## config.mk

```make
export PLATFORM = sky130hd
export DESIGN_NAME = phy_testmode_seq
export DESIGN_NICKNAME = d
export VERILOG_FILES = /design/src/rtl/tmseq_pkg.sv /design/src/rtl/tmseq_mdio_eng.sv /design/src/rtl/tmseq_script.sv /design/src/rtl/phy_testmode_seq.sv
export SDC_FILE = /design/constraint.sdc
export NUM_CORES = 1
export LEC_CHECK = 0
export BUFFER_PORTS_ARGS = -buffer_cell sky130_fd_sc_hd__buf_2
export CAP_MARGIN = 10
export CORE_AREA = 2 2 123 113
export DETAILED_ROUTE_END_ITERATION = 10
export DIE_AREA = 0 0 125 115
export GPL_TIMING_DRIVEN = 0
export PLACE_DENSITY_LB_ADDON = 0.15
export SLEW_MARGIN = 20
export SYNTH_ARGS = -nofsm -noshare
export SYNTH_HDL_FRONTEND = slang
export SYNTH_SLANG_ARGS = --single-unit
```

## constraint.sdc

```tcl
create_clock -name clk -period 7.9 [get_ports clk]
set_input_delay 1.185 -clock clk [delete_from_list [all_inputs] [get_ports clk]]
set_output_delay 1.185 -clock clk [all_outputs]
set_load 0.005 [all_outputs]
```

## src/rtl/tmseq_pkg.sv

```systemverilog
package tmseq_pkg;
  localparam int STEP_W = 4;

  localparam logic [15:0] XREG_CFG_REFRESH = 16'hFF0D;
  localparam logic [15:0] XREG_SUBSYS_RST  = 16'hFF0C;
  localparam logic [15:0] XREG_FAST_TEST   = 16'hB413;
  localparam logic [15:0] XREG_TEN_TEST    = 16'hB412;

  typedef enum logic [1:0] {K_WR, K_RMW, K_POLL, K_END} kind_e;

  typedef struct packed {
    kind_e       kind;
    logic [4:0]  rg;
    logic [15:0] val;
    logic [15:0] msk;
  } step_t;

  function automatic step_t mk_step(kind_e k, logic [4:0] r, logic [15:0] v, logic [15:0] m);
    step_t s;
    s.kind = k;
    s.rg   = r;
    s.val  = v;
    s.msk  = m;
    return s;
  endfunction
endpackage

```

## src/rtl/tmseq_mdio_eng.sv

```systemverilog
module tmseq_mdio_eng #(
  parameter int CLK_DIV = 10
) (
  input  logic        clk,
  input  logic        rst,
  input  logic        go,
  input  logic        rd,
  input  logic [4:0]  phy,
  input  logic [4:0]  rg,
  input  logic [15:0] wdata,
  input  logic        mdio_i,
  output logic        mdc,
  output logic        mdio_o,
  output logic        mdio_oe,
  output logic        busy,
  output logic        done,
  output logic [15:0] rdata
);
  localparam int CW         = (CLK_DIV > 1) ? $clog2(CLK_DIV) : 1;
  localparam int FRAME_BITS = 64;
  localparam int TA_POS     = 46;
  localparam int DATA_POS   = 48;

  logic [CW-1:0] cnt;
  logic [5:0]    bit_cnt;
  logic [62:0]   sh;
  logic          rd_q;
  logic [63:0]   frame;
  logic          tick;

  assign frame = {32'hFFFF_FFFF, 2'b01, (rd ? 2'b10 : 2'b01), phy, rg, 2'b10,
                  (rd ? 16'h0000 : wdata)};
  assign tick  = (cnt == CW'(CLK_DIV - 1));

  always_ff @(posedge clk) begin
    if (rst) begin
      cnt     <= '0;
      bit_cnt <= '0;
      sh      <= '0;
      rd_q    <= 1'b0;
      mdc     <= 1'b0;
      mdio_o  <= 1'b1;
      mdio_oe <= 1'b0;
      busy    <= 1'b0;
      done    <= 1'b0;
      rdata   <= '0;
    end else begin
      done <= 1'b0;
      if (!busy) begin
        if (go) begin
          busy    <= 1'b1;
          mdc     <= 1'b0;
          cnt     <= '0;
          bit_cnt <= '0;
          rd_q    <= rd;
          sh      <= frame[62:0];
          mdio_o  <= frame[63];
          mdio_oe <= 1'b1;
        end
      end else if (!tick) begin
        cnt <= cnt + 1'b1;
      end else begin
        cnt <= '0;
        if (!mdc) begin
          mdc <= 1'b1;
          if (rd_q && (bit_cnt >= 6'(DATA_POS)))
            rdata <= {rdata[14:0], mdio_i};
        end else begin
          mdc <= 1'b0;
          if (bit_cnt == 6'(FRAME_BITS - 1)) begin
            busy    <= 1'b0;
            done    <= 1'b1;
            mdio_oe <= 1'b0;
            mdio_o  <= 1'b1;
          end else begin
            bit_cnt <= bit_cnt + 6'd1;
            sh      <= {sh[61:0], 1'b0};
            mdio_o  <= sh[62];
            mdio_oe <= !(rd_q && ((bit_cnt + 6'd1) >= 6'(TA_POS)));
          end
        end
      end
    end
  end

  // the clock rests low between frames
  assert_mdc_idle_low_R1: assert property (@(posedge clk) disable iff (rst)
    !busy |-> !mdc);
  // the line is released for the returned data of a read
  assert_read_released_R1: assert property (@(posedge clk) disable iff (rst)
    (busy && rd_q && bit_cnt >= 6'(DATA_POS)) |-> !mdio_oe);
  // nothing is driven while idle
  assert_idle_no_drive_R1: assert property (@(posedge clk) disable iff (rst)
    !busy |-> !mdio_oe);
endmodule

```

## src/rtl/tmseq_script.sv

```systemverilog
module tmseq_script
  import tmseq_pkg::*;
#(
  parameter logic [4:0] PTR_REG = 5'h10,
  parameter logic [4:0] DAT_REG = 5'h11
) (
  input  logic [2:0]        sel,
  input  logic [STEP_W-1:0] step,
  input  logic [15:0]       tval,
  output step_t             op
);
  localparam logic [4:0] R_CTRL  = 5'h00;
  localparam logic [4:0] R_GIG   = 5'h09;
  localparam logic [4:0] R_MDIX  = 5'h12;
  localparam logic [4:0] R_LINK  = 5'h17;

  always_comb begin
    op = mk_step(K_END, 5'h00, 16'h0000, 16'h0000);
    if (step < STEP_W'(4)) begin
      case (step[1:0])
        2'd0:    op = mk_step(K_WR, PTR_REG, XREG_CFG_REFRESH, 16'hFFFF);
        2'd1:    op = mk_step(K_WR, DAT_REG, 16'h0001, 16'hFFFF);
        2'd2:    op = mk_step(K_WR, PTR_REG, XREG_SUBSYS_RST, 16'hFFFF);
        default: op = mk_step(K_WR, DAT_REG, 16'h0001, 16'hFFFF);
      endcase
    end else begin
      case (sel)
        3'd1, 3'd2, 3'd3, 3'd4: begin
          case (step)
            STEP_W'(4): op = mk_step(K_RMW, R_CTRL, 16'h0800, 16'h0800);
            STEP_W'(5): op = mk_step(K_RMW, R_GIG, {sel, 13'h0000}, 16'hE000);
            STEP_W'(6): op = mk_step(K_RMW, R_CTRL, 16'h0000, 16'h0800);
            default:    op = mk_step(K_END, 5'h00, 16'h0000, 16'h0000);
          endcase
        end
        3'd5: begin
          case (step)
            STEP_W'(4):  op = mk_step(K_WR, R_CTRL, 16'h2900, 16'hFFFF);
            STEP_W'(5):  op = mk_step(K_RMW, R_MDIX, 16'h0000, 16'h0400);
            STEP_W'(6):  op = mk_step(K_RMW, R_MDIX, 16'h0000, 16'h0200);
            STEP_W'(7):  op = mk_step(K_WR, PTR_REG, XREG_FAST_TEST, 16'hFFFF);
            STEP_W'(8):  op = mk_step(K_WR, DAT_REG, tval, 16'hFFFF);
            STEP_W'(9):  op = mk_step(K_RMW, R_LINK, 16'h2000, 16'h2000);
            STEP_W'(10): op = mk_step(K_RMW, R_CTRL, 16'h0000, 16'h0800);
            default:     op = mk_step(K_END, 5'h00, 16'h0000, 16'h0000);
          endcase
        end
        3'd6: begin
          case (step)
            STEP_W'(4): op = mk_step(K_RMW, R_CTRL, 16'h8000, 16'h8000);
            STEP_W'(5): op = mk_step(K_POLL, R_CTRL, 16'h0000, 16'h8000);
            STEP_W'(6): op = mk_step(K_WR, R_CTRL, 16'h0900, 16'hFFFF);
            STEP_W'(7): op = mk_step(K_WR, PTR_REG, XREG_TEN_TEST, 16'hFFFF);
            STEP_W'(8): op = mk_step(K_WR, DAT_REG, 16'h0004, 16'hFFFF);
            STEP_W'(9): op = mk_step(K_RMW, R_CTRL, 16'h0000, 16'h0800);
            default:    op = mk_step(K_END, 5'h00, 16'h0000, 16'h0000);
          endcase
        end
        default: op = mk_step(K_END, 5'h00, 16'h0000, 16'h0000);
      endcase
    end
  end
endmodule

```

## src/rtl/phy_testmode_seq.sv

```systemverilog
module phy_testmode_seq
  import tmseq_pkg::*;
#(
  parameter int         CLK_DIV    = 10,
  parameter int         POLL_LIMIT = 1000,
  parameter logic [4:0] PTR_REG    = 5'h10,
  parameter logic [4:0] DAT_REG    = 5'h11
) (
  input  logic        clk,
  input  logic        rst,
  input  logic        start,
  input  logic [2:0]  test_sel,
  input  logic [15:0] test_val,
  input  logic [4:0]  phy_addr,
  input  logic        mdio_i,
  output logic        mdc,
  output logic        mdio_o,
  output logic        mdio_oe,
  output logic        busy,
  output logic        done,
  output logic        timeout
);
  localparam int PW = (POLL_LIMIT > 1) ? $clog2(POLL_LIMIT + 1) : 1;

  typedef enum logic [2:0] {S_IDLE, S_FETCH, S_RD_WAIT, S_WR_WAIT, S_NEXT} st_e;

  st_e               st;
  logic [2:0]        sel_q;
  logic [15:0]       tval_q;
  logic [STEP_W-1:0] step;
  logic [PW-1:0]     poll_cnt;
  logic              eng_go, eng_rd, eng_busy, eng_done;
  logic [4:0]        eng_reg;
  logic [15:0]       eng_wdata, eng_rdata;
  step_t             op;
  logic              sel_ok;

  assign sel_ok = (test_sel >= 3'd1) && (test_sel <= 3'd6);

  tmseq_script #(.PTR_REG(PTR_REG), .DAT_REG(DAT_REG)) u_script (
    .sel (sel_q),
    .step(step),
    .tval(tval_q),
    .op  (op)
  );

  tmseq_mdio_eng #(.CLK_DIV(CLK_DIV)) u_eng (
    .clk    (clk),
    .rst    (rst),
    .go     (eng_go),
    .rd     (eng_rd),
    .phy    (phy_addr),
    .rg     (eng_reg),
    .wdata  (eng_wdata),
    .mdio_i (mdio_i),
    .mdc    (mdc),
    .mdio_o (mdio_o),
    .mdio_oe(mdio_oe),
    .busy   (eng_busy),
    .done   (eng_done),
    .rdata  (eng_rdata)
  );

  always_ff @(posedge clk) begin
    if (rst) begin
      st        <= S_IDLE;
      sel_q     <= '0;
      tval_q    <= '0;
      step      <= '0;
      poll_cnt  <= '0;
      eng_go    <= 1'b0;
      eng_rd    <= 1'b0;
      eng_reg   <= '0;
      eng_wdata <= '0;
      busy      <= 1'b0;
      done      <= 1'b0;
      timeout   <= 1'b0;
    end else begin
      eng_go <= 1'b0;
      done   <= 1'b0;
      case (st)
        S_IDLE: begin
          if (start && sel_ok) begin
            sel_q    <= test_sel;
            tval_q   <= test_val;
            step     <= '0;
            poll_cnt <= '0;
            timeout  <= 1'b0;
            busy     <= 1'b1;
            st       <= S_FETCH;
          end
        end
        S_FETCH: begin
          eng_reg <= op.rg;
          case (op.kind)
            K_WR: begin
              eng_go    <= 1'b1;
              eng_rd    <= 1'b0;
              eng_wdata <= op.val;
              st        <= S_WR_WAIT;
            end
            K_RMW, K_POLL: begin
              eng_go <= 1'b1;
              eng_rd <= 1'b1;
              st     <= S_RD_WAIT;
            end
            default: begin
              done <= 1'b1;
              busy <= 1'b0;
              st   <= S_IDLE;
            end
          endcase
        end
        S_RD_WAIT: begin
          if (eng_done) begin
            if (op.kind == K_POLL) begin
              if ((eng_rdata & op.msk) == 16'h0000) begin
                poll_cnt <= '0;
                st       <= S_NEXT;
              end else if (poll_cnt == PW'(POLL_LIMIT - 1)) begin
                timeout <= 1'b1;
                done    <= 1'b1;
                busy    <= 1'b0;
                st      <= S_IDLE;
              end else begin
                poll_cnt <= poll_cnt + 1'b1;
                eng_go   <= 1'b1;
                eng_rd   <= 1'b1;
              end
            end else begin
              eng_go    <= 1'b1;
              eng_rd    <= 1'b0;
              eng_wdata <= (eng_rdata & ~op.msk) | (op.val & op.msk);
              st        <= S_WR_WAIT;
            end
          end
        end
        S_WR_WAIT: begin
          if (eng_done) st <= S_NEXT;
        end
        S_NEXT: begin
          step <= step + 1'b1;
          st   <= S_FETCH;
        end
        default: st <= S_IDLE;
      endcase
    end
  end

  // a frame is only launched into an idle engine
  assert_launch_idle_R1: assert property (@(posedge clk) disable iff (rst)
    eng_go |-> !eng_busy);
  // done is a single-cycle pulse and coincides with busy low
  assert_done_single_R12: assert property (@(posedge clk) disable iff (rst)
    done |=> !done);
  assert_done_not_busy_R12: assert property (@(posedge clk) disable iff (rst)
    done |-> !busy);
  // timeout rises only as a series ends
  assert_timeout_ends_R8: assert property (@(posedge clk) disable iff (rst)
    $rose(timeout) |-> done);
  // a start during a series leaves the latched selection alone
  assert_start_ignored_R10: assert property (@(posedge clk) disable iff (rst)
    (busy && start) |=> $stable(sel_q));
endmodule

```

## Word level (Yosys, flattened, before mapping)

Cells that the tools add are included.

- Output and inout port bits: 6
- Word-level logic and storage cells: 201
- Register bits: 157

- Reductions and logical operators: 31
- Order comparisons: 5
- Bitwise logic cells: 8
- Equality and inequality tests: 40
- Add/subtract/negate cells: 4
- Mux-type cells: 91

Operators by type and width:

| operator | number |
|---|---|
| 2-to-1 mux 63 bit | 5 |
| one-hot mux 39 bit (7 select lines) | 1 |
| one-hot mux 39 bit (3 select lines) | 2 |
| one-hot mux 39 bit (6 select lines) | 1 |
| one-hot mux 33 bit (2 select lines) | 1 |
| 2-to-1 mux 16 bit | 4 |
| 2-to-1 mux 10 bit | 5 |
| AND 16 bit | 3 |
| 2-to-1 mux 1 bit | 44 |
| 2-to-1 mux 39 bit | 1 |
| one-hot mux 16 bit (2 select lines) | 1 |
| 2-to-1 mux 6 bit | 5 |
| one-hot mux 10 bit (2 select lines) | 1 |
| 2-to-1 mux 3 bit | 6 |
| != test 2 bit, second input constant | 9 |
| equality test 4 x 3 -> 1 bit, second input constant | 4 |
| equality test 4 bit, second input constant | 4 |
| logical NOT 16 bit | 1 |
| 2-to-1 mux 4 bit | 4 |
| inverter 16 bit | 1 |
| bitwise OR 16 bit | 1 |
| AND reduction 4 bit | 4 |
| one-hot mux 3 bit (5 select lines) | 1 |
| equality test 3 x 2 -> 1 bit, second input constant | 4 |
| 36 further kinds | 66 |

## Depth between registers and ports, before layout

Gate-level depths: netlist (run 1).

- Depth in word-level cells: 10
- Gate-level depth with buffers: 17
- Mapped depth without buffers: 16

## Modules after synthesis

Synthesis (run 1) repeated with hierarchy kept, for this count alone.

- Cells, all modules: 1014
- Area, all modules: 8091.5 um^2

Modules (own cells, without submodules):

| module | times used | cells an instance | seq. area each (um^2) | area an instance (um^2) |
|---|---|---|---|---|
| tmseq_mdio_eng | 1 | 458 | 1901.8 | 4091.4 |
| phy_testmode_seq | 1 | 397 | 1241.2 | 3001.6 |
| tmseq_script | 1 | 159 | 0.0 | 998.5 |

## Worst setup path after synthesis (run 1)

Ideal clock, no wire load.

- Path kind: reg-to-reg
- Start: reg step[0]
- End: reg eng_wdata[11]
- Required time: 7.758 ns
- Stages on the path, launching flop included: 15
- Arrival time: 3.123 ns
- Setup slack: 4.635 ns
- Path buffers: 3
- Cell sequence: dfxtp_1 > inv_1 > ha_1 > buf_6 > or4_4 > a21oi_2 > o21ai_0 > a21o_1 > ha_1 > inv_1 > nand4_1 > a21oi_1 > clkbuf_1 > buf_1 > a311oi_1

- Cells in the longest elaborated chain, start to end: 10
- Elaborated cells on any way between the ends: 29
- Classes of those cells: 1 x order compare; 11 x eq/ne; 10 x mux; 4 x bitwise; 3 x reduce/logical

RTL lines:

| what | RTL line | source |
|---|---|---|
| from (decl) | phy_testmode_seq.sv:30 | `logic [STEP_W-1:0] step;` |
| from (signal assigned) | phy_testmode_seq.sv:142 | `step <= step + 1'b1;` |
| equality test 4 bit (tied with other cells) | tmseq_script.sv:37 | `case (step)` |
| one-hot mux 39 bit (7 select lines) (tied with other cells) | tmseq_script.sv:37 |  |
| one-hot mux 39 bit (3 select lines) | tmseq_script.sv:27 | `case (sel)` |
| 2-to-1 mux 39 bit * | tmseq_script.sv:19 | `if (step < STEP_W'(4)) begin` |
| inverter 16 bit | phy_testmode_seq.sv:133 | `eng_wdata <= (eng_rdata & ~op.msk) \| (op.val & op.msk);` |
| AND 16 bit | phy_testmode_seq.sv:133 |  |
| bitwise OR 16 bit | phy_testmode_seq.sv:133 |  |
| 2-to-1 mux 16 bit | phy_testmode_seq.sv:116 | `if (op.kind == K_POLL) begin` |
| 2-to-1 mux 16 bit | phy_testmode_seq.sv:115 | `if (eng_done) begin` |
| one-hot mux 16 bit (2 select lines) | phy_testmode_seq.sv:81 | `case (st)` |
| to (signal assigned) | phy_testmode_seq.sv:99 | `eng_wdata <= op.val;` |
| to (signal assigned) | phy_testmode_seq.sv:133 |  |
| to (decl) | phy_testmode_seq.sv:34 | `logic [15:0] eng_wdata, eng_rdata;` |

Mark *: on every way between the ends. The rest lies on a longest branch, timed or not. The select of a mux whose other input is x is not followed.
A chain may end at the register's enable or synchronous reset.

## Worst setup path in the final report (run 1)

Ends and elaborated chain as after synthesis.

==> out/results.env, run 1 <==
FLOORPLAN.CORE_AREA_SQ_MM=0.01311
CTS.REPORTEDPATHS.CLKPINSLEW_PS=60
SLOWEST_DELAY_PS=490
SYNTH-ADDER-AREA-SHARE_PCT=2.341
POST_ROUTE_CELLS_DRIVE_ABOVE_1_SHARE_PCT=9.038
CTS_TREE='yes'
SYNTH.LARGEST_AREA_CELL='sky130_fd_sc_hd__dfxtp_1'
YOSYS.CELL_TYPES.COUNT=66
GROUTE.USAGE.OVERALL_PCT=29.31
CLOCK_PATH_BUFFERS=2
GRT_START_MAX_NET_PINS=17
GPL.FINAL_WEIGHTED_CONGESTION=0.9995
MAXSLEWVIOLCOUNT=0
SYNTH_XOR_XNOR_AREA_SHARE_PCT=0.4682
PORT_BUFFERS=32
CTS_POST_SETUP_BUFFERS_INSERTED=0
YS_FF_LATCH=157
OUTCOME='complete, no violations'
SYN_AREA_SQ_MM=0.007482
FILL_CELLS=1174
SETUP_VIOL=0
WL_PER_CELL_UM=17.34
GRT_PASS1_VIAS=6598
SYNTH-SEQ-AREA-SHARE_PCT=42.01
WORST_SETUP_END_KIND='flip-flop'
FP-ROW-COUNT=40
FINALWIRELENGTH_UM=20760
YS_DOMINANT_REG_CELL='sky130_fd_sc_hd__dfxtp_1'
SETUP-TNS-FINAL_PS=0
INSTANCE_AREA_AT_PLACEMENT_SQ_MM=0.007853
SYNTH-ASYNC-RESET-RATIO_PCT=0
SYN_AVG_CELL_AREA_SQ_UM=7.746
WORST_IR_DROP_VDD_uV=179.8
SYNTH_TOP_FAMILY_BY_AREA='simple AND/OR/NAND/NOR gates'
WORSTPATHMAXFANOUT=10
MIN_PERIOD_OVER_PERIOD_PCT=50.49
PATH_CLASS='flip-flop to flip-flop'
HOLD_VIOL_FINAL=0
TIMING.CRITICAL_PATH.CELLS='inv_1, ha_1, buf_6, or4_4, a21oi_2, o21ai_0, a21o_1, ha_1, inv_1, nand4_1, a21oi_1, clkbuf_1, buf_1, a311oi_1'
YS.WARNINGS.COUNT=0
PWR_DENSITY_CELL_mW_PER_MM2=271.5
REMAINING_DRC_ERRORS=0
FINAL_NET_COUNT=1059
HTREEDEPTH=4
RSZ0062_AT_GRT='false'
NUMCLOCKSINKS=157
CTS-RESIZED-GATES=0
SYNTH_TOP_CELLS_BY_AREA='sky130_fd_sc_hd__dfxtp_1 42%, sky130_fd_sc_hd__nand2_1 9.3%, sky130_fd_sc_hd__a21oi_1 7.0%, sky130_fd_sc_hd__o21ai_0 4.9%, sky130_fd_sc_hd__nor2_1 4.8%'
MAX-SLEW-MARGIN-REL_PCT=42.96
FLOORPLAN.DIE.HEIGHT_UM=115
FINAL_ANTENNA_NET_COUNT=0
HOLD_PATH.CLASS='flip-flop to flip-flop'
VIAS=7227
WORST_PATH_MAX_DELAY_CELL='sky130_fd_sc_hd__or4_4'
SYNTH_EDF_COUNT=0
STATIC_LEAKAGE_nW=2.948
GLOBALROUTEOVERFLOWTOTAL=0
I_O_PIN_CNT=34
LARGEST_REG_FLOPS=63
POST-LAYOUT-TOTAL-POWER_mW=2.310
SYNTH.TOP_CELL.AREA_SHARE_PCT=42.01
INITIAL_CORE_UTIL_PCT=57.06
DETAILEDPLACEMENTHPWL_UM=14420
PERIOD_MINUS_SLACK_PS=3989
TIMING.REG2REG.SETUP_SLACK_PS=3910
POSTSYNTHCELLCOUNT=966
GRT_FIRST_PASS_WIRELENGTH_UM=33760
ACHIEVABLE-FREQUENCY_MHz=250.7
POSTSYNTHNETCOUNT=1008
CTS_MADE_BUFFERS=17
ANTENNADIODECOUNT=0
STDCELL_AREA_SQ_MM=0.008508
DETAIL_ROUTE.VIAS_PER_CELL=6.038
SYNTH_AREA_IN_COMPOUND_GATES_PCT=22.09
WORST_SKEW_PAIR.LATE_LATENCY_PS=430
MAXCAPVIOLCOUNT=0
GRT_ANTENNA_BEFORE_REPAIR=0
CP-START-KIND='flip-flop'
CTS_HOLD_REPAIR.BUFFERS=0
DESIGN.DIE.AREA_SQ_MM=0.01438
SKEW_PS=7.633
ARR_TIME_CRIT_PATH_PS=4280
MULTIPLEXER_FRACTION_OF_THE_SYNTHESIZED_CELL_AREA_PCT=4.114
MAX_SLEW.WORST_PIN.SLEW_PS=855.5
CTSROOTBUFFERMASTER='sky130_fd_sc_hd__clkbuf_16'
DETAILEDROUTE.FIRSTPASSITERATIONCOUNT=6
AREA_DELTA_SYNTH_FINAL_PCT=13.71
SYNTHSIMPLEGATEAREAFRAC_PCT=24.58
DETAIL_ROUTE.ITER0.VIOLATIONS=763
TOP_REGISTER='u_eng.sh'
DIE_WIDTH_UM=125
WORST_EP_REQUIRED_TIME_PS=8190
worst max-delay path, delay by kind of cell (launching register included):
| family | cells | cell delay [ps] |
|---|---|---|
| buf+inv | 5 | 1300 |
| compound gates | 5 | 1000 |
| fa+ha+maj | 2 | 540 |
| simple gates | 2 | 590 |
| flops | 1 | 420 |
path summary, 6_finish.rpt:
check                                  from                    endpoint  cells past startpoint
setup / recovery       step[0]$_SDFFE_PP0P_  eng_wdata[11]$_SDFFE_PP0P_                     14
setup reg to reg       step[0]$_SDFFE_PP0P_  eng_wdata[11]$_SDFFE_PP0P_                     14
hold reg to reg   u_eng.sh[40]$_SDFFE_PP0P_   u_eng.sh[40]$_SDFFE_PP0P_                      2
hold / removal    u_eng.sh[40]$_SDFFE_PP0P_   u_eng.sh[40]$_SDFFE_PP0P_                      2
per-layer routing:
| metal | wire [um] | track usage [%] |
|---|---|---|
| met1 | 9560 | 40.49 |
| met2 | 9077 | 44.53 |
| met3 | 1507 | 7.027 |
| met4 | 612 | 11.85 |
| met5 | 0 | 0 |
where the power goes:
part	internal, mW	total (mW)	switching (mW)	leakage (nW)
Clock	0.585	0.912	0.328	0.320
Combinational	0.139	0.441	0.301	1.35
Sequential	0.896	0.957	0.0612	1.28
area by class of cell:
type                       instances  area, sq um  area share, %
buffer                            66        269.0          3.162
sequential                       157         3143          36.94
clock buffer                      21        470.5          5.529
inverter                          16        60.06         0.7059
timing repair buffer              32        160.2          1.882
tap                              168        210.2          2.471
multi-input combinational        727         4010          47.13
clock inverter                    10        185.2          2.176
synthesized netlist by cell type (5+ instances only):
master and n:
sky130_fd_sc_hd__inv_1 16, sky130_fd_sc_hd__dfxtp_1 157, sky130_fd_sc_hd__or3_1 10, sky130_fd_sc_hd__nor2b_1 6, sky130_fd_sc_hd__o21ai_0 74, sky130_fd_sc_hd__mux2i_1 27, sky130_fd_sc_hd__a211oi_1 24, sky130_fd_sc_hd__and2_1 9
sky130_fd_sc_hd__a31oi_1 18, sky130_fd_sc_hd__nand2b_1 5, sky130_fd_sc_hd__nor2_1 96, sky130_fd_sc_hd__nor3_1 16, sky130_fd_sc_hd__nand3_1 39, sky130_fd_sc_hd__a22oi_1 7, sky130_fd_sc_hd__buf_2 8, sky130_fd_sc_hd__nor4_1 5
sky130_fd_sc_hd__buf_1 8, sky130_fd_sc_hd__nand3b_1 5, sky130_fd_sc_hd__a221oi_1 5, sky130_fd_sc_hd__a21oi_1 105, sky130_fd_sc_hd__nand2_1 185, sky130_fd_sc_hd__clkbuf_1 48, sky130_fd_sc_hd__nand4_1 8, sky130_fd_sc_hd__ha_1 14
per-stage QoR:
step	util, %	std cells	hold slack, ps	worst slack (ps)
after floorplan	-	966	428.7	4635
after global placement	59.89	1166	434.9	4049
after detailed placement	59.89	1166	440.7	4002
after CTS	64.89	1197	448.4	3973
after global routing	64.89	1197	464.3	3734
final	64.89	1197	448.1	3911
layout by cell type, fill, tap and decap left out, drive strengths merged, types with 6 or more instances in the layout:
cell	Yosys	routed
and2	9	9
nand4	8	8
a211oi	26	26
a31oi	19	19
nand3b	6	6
a22oi	7	7
nor2b	6	6
nand2	185	185
a21oi	108	108
inv	16	17
nand3	39	39
dfxtp	157	157
mux2i	27	27
or3	10	10
clkbuf	48	69
nor2	96	96
nor3	16	16
o21ai	76	76
ha	14	14
buf	18	50
cells by family after synthesis:
group | Yosys count
AOI/OAI and AO/OA | 272
xor gates and xnor gates | 4
adders and majority gates | 14
buffers and inverters | 82
DFF | 157
muxes | 30
and+or+nand+nor | 407
No activity file was read; power rests on OpenSTA's default activity.
==> run 2, diff against run 1 <==
==> constraint.sdc (replaced) <==
create_clock -name clk -period 3.8 [get_ports clk]
set_input_delay 0.57 -clock clk [delete_from_list [all_inputs] [get_ports clk]]
set_output_delay 0.57 -clock clk [all_outputs]
set_load 0.005 [all_outputs]
==> out/results.env, run 2 (synthesis results as in run 1) <==
INITIAL_CORE_UTIL_PCT=57.06  # unchanged
LAYOUT.CELLS.MOST_COMMON_LIST='185 x sky130_fd_sc_hd__nand2_1, 157 x sky130_fd_sc_hd__dfxtp_1, 104 x sky130_fd_sc_hd__a21oi_1, 96 x sky130_fd_sc_hd__nor2_1, 74 x sky130_fd_sc_hd__o21ai_0'
RSZ0062_AT_GRT='false'
WORSTPATHMAXFANOUT=10  # unchanged
WL_PER_CELL_UM=17.32  # -0.11%
CP-START-KIND='flip-flop'
CELLINTERNALPOWER_mW=3.373  # +110%
SETUP_VIOL=0  # unchanged
POWER_FRAC_SEQ_PCT=41.4  # about the same
HOLD_PATH.CLASS='input port to flip-flop'
MIN_PERIOD_OVER_PERIOD_PCT=95.23  # +45 points
TIMING.HOLD.WORST_PATH_DEPTH=3  # +1
ACHIEVABLE-FREQUENCY_MHz=276.3  # +10%
MAX-SLEW-MARGIN-REL_PCT=43.33  # +0.37 points
PWR_DENSITY_CELL_mW_PER_MM2=563.0  # +110%
WORST_SETUP_END_KIND='flip-flop'
CTS_MADE_BUFFERS=17  # unchanged
I_O_PIN_CNT=34  # unchanged
FLOORPLAN.DIE.HEIGHT_UM=115  # unchanged
STATIC_LEAKAGE_nW=2.957  # +0.31%
CTS_HOLD_REPAIR.BUFFERS=0  # unchanged
CTS_TREE='yes'
SHARE_CLK_OF_TOTAL_POWER_PCT=39.5  # about the same
GLOBALROUTEOVERFLOWTOTAL=0  # unchanged
PORT_BUFFERS=32  # unchanged
REMAINING_DRC_ERRORS=0  # unchanged
WORST-R2R-CELL-COUNT=16  # +2
CTSROOTBUFFERMASTER='sky130_fd_sc_hd__clkbuf_16'
WORST_SKEW_PAIR.LATE_LATENCY_PS=430  # about the same
CLOCK_PATH_BUFFERS=2  # unchanged
MOST_COMMON_CELL_AFTER_LAYOUT_FILL_AND_TAPS_ASIDE='sky130_fd_sc_hd__nand2_1'
FIN_UTIL_PCT=65.14  # +0.26 points
POWER.SHARE.SWITCHING_PCT=29.86  # about the same
POST_ROUTE_CELLS_DRIVE_ABOVE_1_SHARE_PCT=9.427  # +0.39 points
AREA_DELTA_SYNTH_FINAL_PCT=14.16
GRT_FIRST_PASS_WIRELENGTH_UM=33760  # unchanged
GROUTE.USAGE.OVERALL_PCT=29.31  # unchanged
FINALWIRELENGTH_UM=20740  # -0.11%
ARR_TIME_CRIT_PATH_PS=3980  # -300 ps
NUMCLOCKSINKS=157  # unchanged
MAXSLEWVIOLCOUNT=0  # unchanged
MAX_SLEW.WORST_PIN.SLEW_PS=850.0  # -5.509 ps
DETAILEDROUTE.FIRSTPASSITERATIONCOUNT=5  # -1
SKEW_PS=9.089  # +1.456 ps
WHS_PS=372.1  # -76.00 ps
P_COMB_SHARE_PCT=19.2  # about the same
FINAL_NET_COUNT=1059  # unchanged
PATH_CLASS='flip-flop to flip-flop'
FP-ROW-COUNT=40  # unchanged
FINAL_ANTENNA_NET_COUNT=0  # unchanged
ANTENNADIODECOUNT=0  # unchanged
DIE_WIDTH_UM=125  # unchanged
DETAIL_ROUTE.ITER0.VIOLATIONS=704  # -7.7%
FLOORPLAN.CORE_AREA_SQ_MM=0.01311  # unchanged
GRT_START_MAX_NET_PINS=17  # unchanged
CTS_POST_SETUP_BUFFERS_INSERTED=0  # unchanged
POWER.SWITCHING_mW=1.436  # +110%
GPL.FINAL_WEIGHTED_CONGESTION=0.9995  # unchanged
WORST_IR_DROP_VDD_uV=377.4  # +110%
CTS.REPORTEDPATHS.CLKPINSLEW_PS=70  # about the same
HTREEDEPTH=4  # unchanged
PERIOD_MINUS_SLACK_PS=3619  # -370.3 ps
WORST_EP_REQUIRED_TIME_PS=4160  # -4030 ps
LARGEST_REG_FLOPS=63  # unchanged
DETAILEDPLACEMENTHPWL_UM=14420  # unchanged
DETAIL_ROUTE.VIAS_PER_CELL=6.028  # -0.15%
VIAS=7216  # -0.15%
GRT_ANTENNA_BEFORE_REPAIR=0  # unchanged
TOP_REGISTER='u_eng.sh'
GRT_PASS1_VIAS=6598  # unchanged
MAXCAPVIOLCOUNT=0  # unchanged
DESIGN.DIE.AREA_SQ_MM=0.01438  # unchanged
HOLD_VIOL_FINAL=0  # unchanged
OUTCOME='complete, no violations'
## run 2: critical path: stages, from the launching register on
cell                       delay, ps
sky130_fd_sc_hd__dfxtp_1         420
sky130_fd_sc_hd__inv_1           110
sky130_fd_sc_hd__ha_1            220
sky130_fd_sc_hd__buf_6           140
sky130_fd_sc_hd__or4_4           490
sky130_fd_sc_hd__nand2_1          80
sky130_fd_sc_hd__o21ai_0         110
sky130_fd_sc_hd__a32o_1          240
sky130_fd_sc_hd__nand2_1          60
sky130_fd_sc_hd__o21a_1          220
sky130_fd_sc_hd__ha_4            210
sky130_fd_sc_hd__nand3_1          90
sky130_fd_sc_hd__o21a_1          180
sky130_fd_sc_hd__or2_2           340
sky130_fd_sc_hd__a211oi_4        380
sky130_fd_sc_hd__a22oi_1         150
sky130_fd_sc_hd__nor2_1          110
## run 2: final timing paths
kind / start / slack, ps / endpoint
worst min register to register: u_eng.sh[40]$_SDFFE_PP0P_ / 450 / u_eng.sh[40]$_SDFFE_PP0P_
worst min-delay path: test_val[13] / 370 / tval_q[13]$_SDFFE_PP0P_
worst max-delay path: step[0]$_SDFFE_PP0P_ / 180 / poll_cnt[1]$_SDFFE_PP0P_
worst max register to register: step[0]$_SDFFE_PP0P_ / 180 / poll_cnt[1]$_SDFFE_PP0P_
## run 2: repair_timing
item	CTS	global route
setup endpoints to repair	10	23
resized for setup	1	6
pin swaps	0	1
## run 2: power groups by stage
stage / Clock (mW) / Combinational (mW) / Sequential (mW)
CTS: 1.91 / 0.903 / 1.99
floorplan: 0 / 0.656 / 1.98
finish: 1.90 / 0.922 / 1.99
global route: 1.98 / 1.03 / 2.01
detailed placement: 0 / 0.888 / 2.02
global placement: 0 / 0.873 / 2.01
## run 2: layer usage
metal	share of wire (%)	vias to the layer above	global-route usage (%)
met5	0	-	0
met4	2.7	0	11.85
met3	7.1	48	7.027
met2	44	249	44.53
met1	46	3420	40.49
li1	-	3499	-
## run 2: layout make-up
class | count | area [sq um]
Clock inverter | 10 | 185.2
Inverter | 16 | 60.06
Tap cell | 168 | 210.2
Multi-Input combinational cell | 727 | 4041
Clock buffer | 21 | 470.5
Sequential cell | 157 | 3143
Buffer | 66 | 271.5
Fill cell | 1168 | 4571
Timing Repair Buffer | 32 | 160.2
## run 2: through the flow
stage / total power [mW] / setup WS, ps / cell area [sq um] / std cells / setup TNS [ps]
finish: 4.809 / 181.3 / 8542 / 1197 / 0
global route: 5.026 / 9.897 / 8542 / 1197 / 0
CTS: 4.796 / 27.94 / 8509 / 1197 / 0
detailed placement: 2.905 / -97.83 / 7853 / 1166 / -760.0
global placement: 2.887 / -51.16 / 7853 / 1166 / -307.7
floorplan: 2.635 / 534.9 / 7482 / 966 / 0
==> run 3, diff against run 2 <==
--- a/config.mk
+++ b/config.mk
@@ -7,9 +7,9 @@
 export LEC_CHECK = 0
 export BUFFER_PORTS_ARGS = -buffer_cell sky130_fd_sc_hd__buf_2
 export CAP_MARGIN = 10
-export CORE_AREA = 2 2 123 113
+export CORE_AREA = 2 2 117 119
 export DETAILED_ROUTE_END_ITERATION = 10
-export DIE_AREA = 0 0 125 115
+export DIE_AREA = 0 0 119 121
 export GPL_TIMING_DRIVEN = 0
 export PLACE_DENSITY_LB_ADDON = 0.15
 export SLEW_MARGIN = 20
==> out/results.env, run 3 (synthesis results as in run 1) <==
HOLD_VIOL_FINAL=0  # unchanged
MAX-SLEW-MARGIN-REL_PCT=44.91  # +1.6 points
PLACED_CELLS_INCL_TAPS=1174  # +0.69%
CPLARGESTDELAYFAMILY='compound AO/OA/AOI/OAI gates'
STDCELL_AREA_SQ_MM=0.008523  # -0.22%
FLOORPLAN.CORE_AREA_SQ_MM=0.01309  # -0.21%
GLOBALROUTEOVERFLOWTOTAL=0  # unchanged
LAYOUT.CELLS.MOST_COMMON_LIST='185 x sky130_fd_sc_hd__nand2_1, 157 x sky130_fd_sc_hd__dfxtp_1, 105 x sky130_fd_sc_hd__a21oi_1, 96 x sky130_fd_sc_hd__nor2_1, 74 x sky130_fd_sc_hd__o21ai_0'
LARGEST_REG_FLOPS=63  # unchanged
SLOWEST_DELAY_PS=490  # about the same
PERIOD_MINUS_SLACK_PS=3560  # -58.41 ps
ARR_TIME_CRIT_PATH_PS=3850  # -130 ps
CP-START-KIND='flip-flop'
STDCELL_COUNT=1206  # +0.75%
VIAS=6999  # -3.0%
WORST_SETUP_END_KIND='flip-flop'
DETAIL_ROUTE.ITER0.VIOLATIONS=618  # -12%
AREA_DELTA_SYNTH_FINAL_PCT=13.91
OUTCOME='complete, no violations'
SKEW_PS=7.679  # -1.410 ps
WORSTPATHMAXFANOUT=10  # unchanged
DETAILEDPLACEMENTHPWL_UM=14590  # +1.2%
FP-ROW-COUNT=42  # +5.0%
MOST_COMMON_CELL_AFTER_LAYOUT_FILL_AND_TAPS_ASIDE='sky130_fd_sc_hd__nand2_1'
MAXSLEWVIOLCOUNT=0  # unchanged
FINAL_NET_COUNT=1059  # unchanged
WL_PER_CELL_UM=16.93  # -2.3%
GRT_ANTENNA_BEFORE_REPAIR=0  # unchanged
TIMING.REG2REG.SETUP_SLACK_PS=240  # +60 ps
SETUP_VIOL=0  # unchanged
WORST_SKEW_PAIR.LATE_LATENCY_PS=430  # about the same
CTSROOTBUFFERMASTER='sky130_fd_sc_hd__clkbuf_16'
DESIGN.DIE.AREA_SQ_MM=0.01440  # +0.17%
FINAL_ANTENNA_NET_COUNT=0  # unchanged
I_O_PIN_CNT=34  # unchanged
RSZ0062_AT_GRT='false'
HTREEDEPTH=4  # unchanged
ACHIEVABLE-FREQUENCY_MHz=280.9  # +1.6%
GPL.FINAL_WEIGHTED_CONGESTION=0.9954  # -0.41%
CTS_TREE='yes'
GRT_PASS1_VIAS=6355  # -3.7%
WHS_PS=374.3  # +2.172 ps
GRT_FIRST_PASS_WIRELENGTH_UM=33230  # -1.6%
FINALWIRELENGTH_UM=20420  # -1.5%
MIN_PERIOD_OVER_PERIOD_PCT=93.69  # -1.5 points
WORST_EP_REQUIRED_TIME_PS=4090  # -70 ps
TOP_REGISTER='u_eng.sh'
GRT_START_MAX_NET_PINS=17  # unchanged
TIMING.CRITICAL_PATH.CELLS='inv_1, ha_1, buf_6, or4_4, a21oi_2, o21ai_0, a21o_1, ha_2, inv_1, nand4_1, a21oi_1, clkbuf_2, o2111ai_1, o21ai_0, nor2_1'
GROUTE.USAGE.OVERALL_PCT=29.12  # -0.19 points
ANTENNADIODECOUNT=0  # unchanged
NUMCLOCKSINKS=157  # unchanged
WORST_PATH_MAX_DELAY_CELL='sky130_fd_sc_hd__or4_4'
INSTANCE_AREA_AT_PLACEMENT_SQ_MM=0.007863  # +0.13%
FLOORPLAN.DIE.HEIGHT_UM=121  # +5.2%
POST_ROUTE_CELLS_DRIVE_ABOVE_1_SHARE_PCT=9.417  # about the same
DETAIL_ROUTE.VIAS_PER_CELL=5.803  # -3.7%
WORST_IR_DROP_VDD_uV=332.6  # -12%
PATH_BUF_INV=4  # +2
DIE_WIDTH_UM=119  # -4.8%
DETAILEDROUTE.FIRSTPASSITERATIONCOUNT=6  # +1
STATIC_LEAKAGE_nW=2.943  # -0.48%
CTS.REPORTEDPATHS.CLKPINSLEW_PS=60  # about the same
PORT_BUFFERS=32  # unchanged
MAXCAPVIOLCOUNT=0  # unchanged
PATH_CLASS='flip-flop to flip-flop'
CTS_MADE_BUFFERS=17  # unchanged
MAX_SLEW.WORST_PIN.SLEW_PS=826.4  # -23.67 ps
INITIAL_CORE_UTIL_PCT=57.18  # +0.12 points
SETUP-TNS-FINAL_PS=0  # unchanged
REMAINING_DRC_ERRORS=0  # unchanged
CLOCK_PATH_BUFFERS=2  # unchanged
PWR_DENSITY_CELL_mW_PER_MM2=556.6  # -1.1%
POST-LAYOUT-TOTAL-POWER_mW=4.744  # -1.4%
HOLD_PATH.CLASS='input port to flip-flop'
==> run 3: cell types whose count changed in the layout (fill, tap and decap cells not counted), sizes merged <==
cell	delta
inv	+1
buf	+1
clkinv	+1
clkinvlp	+1
bufinv	-1
clkbuf	-2
==> run 3: worst min-delay path, cell delays in order <==
cell and delay [ps]:
sky130_fd_sc_hd__buf_2 90, sky130_fd_sc_hd__nand2_1 40, sky130_fd_sc_hd__a21oi_1 50
==> run 3: through the flow <==
step | worst slack [ps] | util [%]
2_1_floorplan | 534.9 | -
3_3_place_gp | -150.3 | 60.09
3_5_place_dp | -174.6 | 60.09
4_1_cts | 134.8 | 65.00
5_1_grt | 26.11 | 65.14
6_report | 239.7 | 65.14
==> run 3: timing repair <==
| item | in CTS | in global routing |
|---|---|---|
| resized for setup | 2 | 3 |
| hold buffers | 0 | 0 |
| buffers inserted | 0 | 0 |
| endpoints found under the setup margin | 13 | 23 |
==> run 3: layout make-up <==
type                    instances  area, sq um
clock buffers                  20        456.7
repair buffers                 32        160.2
fillers                      1202         4562
inverters                      16        60.06
multi-input cells             727         4028
flip-flops and latches        157         3143
plain buffers                  66        271.5
clock inverters                12        183.9
well taps                     176        220.2
==> run 3: power breakdown <==
part / total [mW] / switching [mW] / leakage (nW) / internal (mW)
registers: 1.99 / 0.127 / 1.28 / 1.86
clock network: 1.84 / 0.702 / 0.307 / 1.14
logic: 0.913 / 0.619 / 1.36 / 0.295
==> run 3: per-layer routing <==
metal  part of all wire, %  up-vias  global-route usage (%)
met5                     0        -                       0
met4                   2.8        0                   10.64
met3                   4.9       40                   5.592
met2                    45      176                   45.69
met1                    47     3288                   39.98
li1                      -     3495                       -
==> run 3: worst paths after layout <==
check	start	endpoint	cells after the start
setup / recovery	step[0]$_SDFFE_PP0P_	eng_wdata[10]$_SDFFE_PP0P_	15
hold / removal	test_val[0]	tval_q[0]$_SDFFE_PP0P_	3
setup reg to reg	step[0]$_SDFFE_PP0P_	eng_wdata[10]$_SDFFE_PP0P_	15
hold reg to reg	u_eng.sh[52]$_SDFFE_PP0P_	u_eng.sh[52]$_SDFFE_PP0P_	2
